$ cat config.mk
export PLATFORM = sky130hd
export DESIGN_NAME = rc5_ir_encoder
export DESIGN_NICKNAME = d
export VERILOG_FILES = /design/src/rtl/rc5_enc_pkg.sv /design/src/rtl/rc5_frame_builder.sv /design/src/rtl/rc5_half_timer.sv /design/src/rtl/rc5_carrier_gate.sv /design/src/rtl/rc5_ir_encoder.sv
export SDC_FILE = /design/constraint.sdc
export NUM_CORES = 1
export LEC_CHECK = 0
export BUFFER_PORTS_ARGS = -buffer_cell sky130_fd_sc_hd__buf_2
export CAP_MARGIN = 20
export CORE_MARGIN = 1.5
export CORE_UTILIZATION = 57
export CTS_CLUSTER_SIZE = 20
export DETAILED_ROUTE_END_ITERATION = 7
export HOLD_SLACK_MARGIN = 0.15
export PLACE_DENSITY = 0.84
export SYNTH_ARGS = -nofsm -noshare
export SYNTH_HDL_FRONTEND = slang
export SYNTH_SLANG_ARGS = --single-unit
$ cat constraint.sdc
create_clock -name clk -period 2.5 [get_ports clk]
set_clock_uncertainty 0.05 [all_clocks]
set_input_delay 0.25 -clock clk [delete_from_list [all_inputs] [get_ports clk]]
set_output_delay 0.25 -clock clk [all_outputs]
set_load 0.02 [all_outputs]
$ cat src/rtl/rc5_enc_pkg.sv
// Package: shared constants, frame type and frame assembly for the RC-5 encoder.
// Assumes the fixed 14-bit frame: two start positions, toggle, 5 address, 6 command.
package rc5_enc_pkg;
    localparam int FRAME_BITS = 14;
    localparam int HALVES     = 2 * FRAME_BITS;
    localparam int ADDR_W     = 5;
    localparam int CMD_W      = 7;
    localparam int HIDX_W     = $clog2(HALVES);
    localparam int BPOS_W     = $clog2(FRAME_BITS);

    typedef logic [FRAME_BITS-1:0] rc5_frame_t;
    typedef logic [ADDR_W-1:0]     rc5_addr_t;
    typedef logic [CMD_W-1:0]      rc5_cmd_t;

    // Effective command: bit 6 only counts in extended mode.
    function automatic rc5_cmd_t eff_cmd(input logic ext, input rc5_cmd_t cmd);
        return ext ? cmd : {1'b0, cmd[CMD_W-2:0]};
    endfunction

    // Assemble a frame, MSB first on the line.
    function automatic rc5_frame_t pack_frame(input logic ext, input logic tog,
                                              input rc5_addr_t addr, input rc5_cmd_t cmd);
        logic second_start;
        second_start = ext ? cmd[CMD_W-1] : 1'b1;
        return {1'b1, second_start, tog, addr, cmd[CMD_W-2:0]};
    endfunction
endpackage

$ cat src/rtl/rc5_frame_builder.sv
// Frame builder: on load, latches the frame and decides the toggle bit.
// Assumes load_i is asserted only when the sequencer is idle.
module rc5_frame_builder
    import rc5_enc_pkg::*;
(
    input  logic       clk,
    input  logic       rst_n,
    input  logic       load_i,
    input  logic       ext_i,
    input  logic       new_key_i,
    input  rc5_addr_t  addr_i,
    input  rc5_cmd_t   cmd_i,
    output rc5_frame_t frame_o
);
    logic      toggle_q;
    logic      prev_valid_q;
    logic      prev_ext_q;
    rc5_addr_t prev_addr_q;
    rc5_cmd_t  prev_cmd_q;
    rc5_cmd_t  cmd_eff;
    logic      is_new;
    logic      tog_next;

    // Decide whether this request starts a new command.
    always_comb begin
        cmd_eff  = eff_cmd(ext_i, cmd_i);
        is_new   = new_key_i || !prev_valid_q || (addr_i != prev_addr_q)
                   || (cmd_eff != prev_cmd_q) || (ext_i != prev_ext_q);
        tog_next = is_new ? ~toggle_q : toggle_q;
    end

    // Hold the toggle, the previous request and the frame being sent.
    always_ff @(posedge clk) begin
        if (!rst_n) begin
            toggle_q     <= 1'b0;
            prev_valid_q <= 1'b0;
            prev_ext_q   <= 1'b0;
            prev_addr_q  <= '0;
            prev_cmd_q   <= '0;
            frame_o      <= '0;
        end else if (load_i) begin
            toggle_q     <= tog_next;
            prev_valid_q <= 1'b1;
            prev_ext_q   <= ext_i;
            prev_addr_q  <= addr_i;
            prev_cmd_q   <= cmd_eff;
            frame_o      <= pack_frame(ext_i, tog_next, addr_i, cmd_i);
        end
    end
endmodule

$ cat src/rtl/rc5_half_timer.sv
// Half-bit timer: counts tick_i pulses while running and flags the last tick of a half-bit.
// Assumes HALF_TICKS >= 2. Clears while not running.
module rc5_half_timer #(
    parameter int HALF_TICKS = 32
) (
    input  logic clk,
    input  logic rst_n,
    input  logic run_i,
    input  logic tick_i,
    output logic half_end_o
);
    localparam int CNT_W = $clog2(HALF_TICKS);
    localparam logic [CNT_W-1:0] LAST = CNT_W'(HALF_TICKS - 1);

    logic [CNT_W-1:0] cnt_q;

    assign half_end_o = run_i && tick_i && (cnt_q == LAST);

    // Count ticks within the current half-bit.
    always_ff @(posedge clk) begin
        if (!rst_n || !run_i) begin
            cnt_q <= '0;
        end else if (tick_i) begin
            cnt_q <= (cnt_q == LAST) ? '0 : cnt_q + 1'b1;
        end
    end
endmodule

$ cat src/rtl/rc5_carrier_gate.sv
// Carrier gate: modulates the mark envelope with a clock-derived carrier.
// The carrier phase restarts at each mark run. With CARRIER_EN = 0 the envelope passes through.
module rc5_carrier_gate #(
    parameter bit CARRIER_EN     = 1'b1,
    parameter int CARRIER_PERIOD = 1000,
    parameter int CARRIER_HIGH   = 300
) (
    input  logic clk,
    input  logic rst_n,
    input  logic mark_i,
    output logic ir_o
);
    generate
        if (CARRIER_EN) begin : g_carrier
            localparam int CW = $clog2(CARRIER_PERIOD);
            localparam logic [CW-1:0] PLAST = CW'(CARRIER_PERIOD - 1);
            localparam logic [CW-1:0] PHIGH = CW'(CARRIER_HIGH);
            logic [CW-1:0] ph_q;

            // Advance the carrier phase during marks and clear it during spaces.
            always_ff @(posedge clk) begin
                if (!rst_n || !mark_i) begin
                    ph_q <= '0;
                end else begin
                    ph_q <= (ph_q == PLAST) ? '0 : ph_q + 1'b1;
                end
            end
            assign ir_o = mark_i && (ph_q < PHIGH);
        end else begin : g_plain
            assign ir_o = mark_i;
        end
    endgenerate
endmodule

$ cat src/rtl/rc5_ir_encoder.sv
// RC-5 encoder top: accepts a request, sequences 28 half-bits in bi-phase form,
// and reports busy and done. Assumes the inputs are stable in the cycle send_i is high.
module rc5_ir_encoder
    import rc5_enc_pkg::*;
#(
    parameter int HALF_TICKS     = 32,
    parameter bit CARRIER_EN     = 1'b1,
    parameter int CARRIER_PERIOD = 1000,
    parameter int CARRIER_HIGH   = 300
) (
    input  logic                clk,
    input  logic                rst_n,
    input  logic                tick_i,
    input  logic                send_i,
    input  logic                new_key_i,
    input  logic                extended_i,
    input  logic [ADDR_W-1:0]   addr_i,
    input  logic [CMD_W-1:0]    cmd_i,
    output logic                busy_o,
    output logic                done_o,
    output logic                mark_o,
    output logic                ir_o
);
    localparam logic [HIDX_W-1:0] LAST_HALF = HIDX_W'(HALVES - 1);
    localparam logic [BPOS_W-1:0] TOP_BIT   = BPOS_W'(FRAME_BITS - 1);

    logic              busy_q;
    logic              done_q;
    logic [HIDX_W-1:0] half_idx_q;
    logic              accept;
    logic              half_end;
    logic [BPOS_W-1:0] bit_pos;
    logic              cur_bit;
    rc5_frame_t        frame_q;

    assign accept = send_i && !busy_q;

    rc5_frame_builder u_builder (
        .clk       (clk),
        .rst_n     (rst_n),
        .load_i    (accept),
        .ext_i     (extended_i),
        .new_key_i (new_key_i),
        .addr_i    (addr_i),
        .cmd_i     (cmd_i),
        .frame_o   (frame_q)
    );

    rc5_half_timer #(.HALF_TICKS(HALF_TICKS)) u_timer (
        .clk        (clk),
        .rst_n      (rst_n),
        .run_i      (busy_q),
        .tick_i     (tick_i),
        .half_end_o (half_end)
    );

    // Select the current frame bit and its bi-phase level for this half.
    always_comb begin
        bit_pos = TOP_BIT - half_idx_q[HIDX_W-1:1];
        cur_bit = frame_q[bit_pos];
        mark_o  = busy_q && (half_idx_q[0] ? cur_bit : ~cur_bit);
    end

    // Sequence the half-bits and produce busy and done.
    always_ff @(posedge clk) begin
        if (!rst_n) begin
            busy_q     <= 1'b0;
            done_q     <= 1'b0;
            half_idx_q <= '0;
        end else begin
            done_q <= 1'b0;
            if (accept) begin
                busy_q     <= 1'b1;
                half_idx_q <= '0;
            end else if (half_end) begin
                if (half_idx_q == LAST_HALF) begin
                    busy_q     <= 1'b0;
                    done_q     <= 1'b1;
                    half_idx_q <= '0;
                end else begin
                    half_idx_q <= half_idx_q + 1'b1;
                end
            end
        end
    end

    rc5_carrier_gate #(
        .CARRIER_EN     (CARRIER_EN),
        .CARRIER_PERIOD (CARRIER_PERIOD),
        .CARRIER_HIGH   (CARRIER_HIGH)
    ) u_gate (
        .clk    (clk),
        .rst_n  (rst_n),
        .mark_i (mark_o),
        .ir_o   (ir_o)
    );

    assign busy_o = busy_q;
    assign done_o = done_q;
endmodule

==> impl_metrics.toml <==
[outcome]
status = "finished, violations left"
violations = "setup timing"

[clock_tree]
cts_buffers = 5
clockBufferDepth = 2
path_clk_slew_ns = 0.11
cts_tree = "yes"
numClockSinks = 38
cts_root_buffer = "clkbuf_4"
clk_latency_ns = 0.35
htreeDepth = 2

[place]
port_buffers = 21
gp_congestion = 0.8087
dp_cells = 273
hpwl_mm = 2.626

[synth]
synth-seq-cells = 38
yosys_most_used_dff = "dfxtp_1"
ys_top_cells_by_area = "dfxtp_1 40%, nand2_1 7.8%, xor2_1 7.8%"
yosysMostFrequentCell = "nand2_1"
synth_fp_nets = 237
netlist.top_cell.by_area = "dfxtp_1"
syn_area_per_cell_um2 = 9.036
synthesis.area_um2 = 1916
yosys_warnings = 0
synthArstFlopShare_pct = 0
synth_seq_area_share_pct = 39.71
ys_types = 33
synthTopCellsByCount = "40 x nand2_1, 38 x dfxtp_1, 19 x nor2_1"
synth_edf_count = 0
netlist.area_leader.share_pct = 39.71
syn_inst = 212

[layout]
register_area_um2 = 763.2
antennaDiodeCount = 0
multi_input_area_um2 = 1177
fillers = 229
final_layout_size_suffix_gt1_share_pct = 20.95
utilization_pct = 75.36
final_nets = 278
stdcell_count = 297
areaGrowthSynthToFinish_pct = 23.06

[route]
route.vias.total = 1614
drc = 0
ant_nets = 0
wirelength_mm = 4.009
first_pass_iters = 4
wire_per_inst_um = 13.50
vias_per_cell = 5.434
drt-initial-drc-count = 128

[sta]
drv_slew = 0
rsz0062_at_grt = "true"
slew_headroom_pct = 61.97
tightest_slew_ns = 0.5691
fin_tns_setup_ns = -0.05711
finalSetupViolCount = 1
max_freq_mhz = 391.1
period_share_pct = 102.3
layout_min_cycle_time_ns = 2.557
fin_ws_ns = -0.05711
hold_viol = 0

[floorplan]
die_w_um = 60.97
io_pins = 22
chipHeight_um = 60.97
initial_core_util_pct = 61.24
rows = 20
core_um2 = 3128
die_area_um2 = 3717

[global_route]
grt_pass1_vias = 1420
grt_usage_pct = 24.11
grt_max_degree = 23
grt_pass1_wl_mm = 6.368
grt_overflow = 0
antenna_found_initial = 0

[worst_setup_path]
crit_path_end_kind = "output pin"
critPathArrivalTime_ns = 2.26
crit_type = "reg -> out"
path_cells = "inv_4, ha_4, mux4_2, nand2_2, a22oi_2, xor2_2, nor4_2, buf_4"
cp-start-kind = "flip-flop"
slowest_delay_ns = 0.50
path_max_fanout = 4
path_buf_inv = 2
cp_top_family = "multiplexers"
crit_required_ns = 2.20
slowest_stage = "mux4_2"

[power_and_ir_drop]
power.switching_uw = 291.8
combPwrFrac_pct = 13.0
clkPwrFrac_pct = 28.0
p_seq_share_pct = 59.0
p_leak_nw = 0.9858
ir_worst_vdd_v = 0.0003017
swShare_pct = 26.86
power.internal_uw = 794.4
p_per_area_nw_per_um2 = 460.8

[run]
drv_cap = 0

[min_path]
hp-class = "in -> reg"
==> worst paths after layout <==
path         slack (ns)  cells after the start                       end                   from
max               -0.06                      8                      ir_o          half_idx_q[2]
min                0.19                      3     u_builder.frame_o[12]               cmd_i[6]
max reg2reg        0.42                      8  u_gate.g_carrier.ph_q[3]          half_idx_q[2]
min reg2reg        0.43                      2     u_builder.frame_o[11]  u_builder.frame_o[11]
==> flip-flops by register name (all words and copies together) (netlist names) <==
name,flops
done_o,1
u_gate.g_carrier.ph_q,10
u_builder.prev_addr_q,4
u_builder.prev_cmd_q,7
u_timer.cnt_q,5
u_builder.prev_ext_q,1
busy_o,1
u_builder.frame_o,3
half_idx_q,5
u_builder.prev_valid_q,1
==> cell type report <==
class                      count  share of cell area (%)
timing repair buffer          42                   12.90
tap                           44                   2.335
multi-input combinational    164                   49.95
sequential                    38                   32.38
clock buffer                   5                   1.592
clock inverter                 2                  0.4246
inverter                       2                  0.4246
==> per-layer routing <==
metal	global-route usage [%]	up-vias	wire length, um
met5	0	-	0
met4	9.627	0	95
met3	8.102	11	153
met2	35.18	33	1862
met1	32.93	762	1897
li1	-	808	-
==> worst reg2reg max path, delay by kind of cell, from the launching register on <==
family / cells / cell delay [ns]
XOR/XNOR: 1 / 0.18
buffers and inverters: 2 / 0.25
AND/OR/NAND/NOR: 2 / 0.26
adder cells (fa/ha/maj): 1 / 0.28
multiplexers: 1 / 0.50
flip-flops: 1 / 0.38
AO/OA/AOI/OAI: 1 / 0.09
==> through the flow <==
step / hold WS, ns / setup slack [ns] / total power, mW / area, um2
after floorplan: 0.3378 / 0.1078 / 0.7327 / 1922
after global placement: 0.4044 / 0.2112 / 0.7715 / 2077
after detailed placement: 0.4152 / 0.1284 / 0.7750 / 2077
after CTS: 0.1842 / -0.05485 / 1.088 / 2282
after global routing: 0.2024 / -0.2096 / 1.137 / 2357
final: 0.1931 / -0.05711 / 1.086 / 2357
==> layout by cell type (no fill, tap or decap), types with 7 or more instances in the layout <==
cell type,Yosys,layout
nand2_1,40,39
dfxtp_1,38,36
nor2_1,19,19
buf_2,1,19
xor2_1,17,15
dlygate4sd3_1,0,13
a21boi_0,12,12
xnor2_1,10,10
buf_4,1,9
mux2i_1,7,7
==> cells by family (layout without fill, tap and decap cells) <==
group | after synthesis | count (layout) | synth area share, %
AND/OR/NAND/NOR | 95 | 95 | 24.49
flip-flops | 38 | 38 | 39.71
XOR/XNOR | 27 | 27 | 12.34
AO/OA/AOI/OAI | 25 | 25 | 9.471
multiplexers | 10 | 10 | 7.185
buffers and inverters | 10 | 51 | 2.221
adder cells (fa/ha/maj) | 7 | 7 | 4.572
==> repair_timing <==
action,CTS,global route
endpoints found under the hold margin,13,0
pin swaps,2,3
resized for setup,6,9
endpoints found under the setup margin,2,2
hold buffers,13,0
gates cloned,0,0
buffers inserted,0,4
==> power by group through the flow <==
| stage | Sequential (mW) | Clock, mW | Combinational [mW] |
|---|---|---|---|
| after CTS | 0.641 | 0.310 | 0.137 |
| after floorplan | 0.651 | 0 | 0.0817 |
| after global placement | 0.654 | 0 | 0.117 |
| after detailed placement | 0.654 | 0 | 0.121 |
| final | 0.641 | 0.304 | 0.141 |
| after global routing | 0.644 | 0.337 | 0.156 |
Note: power is estimated with default switching activity, not from simulation.
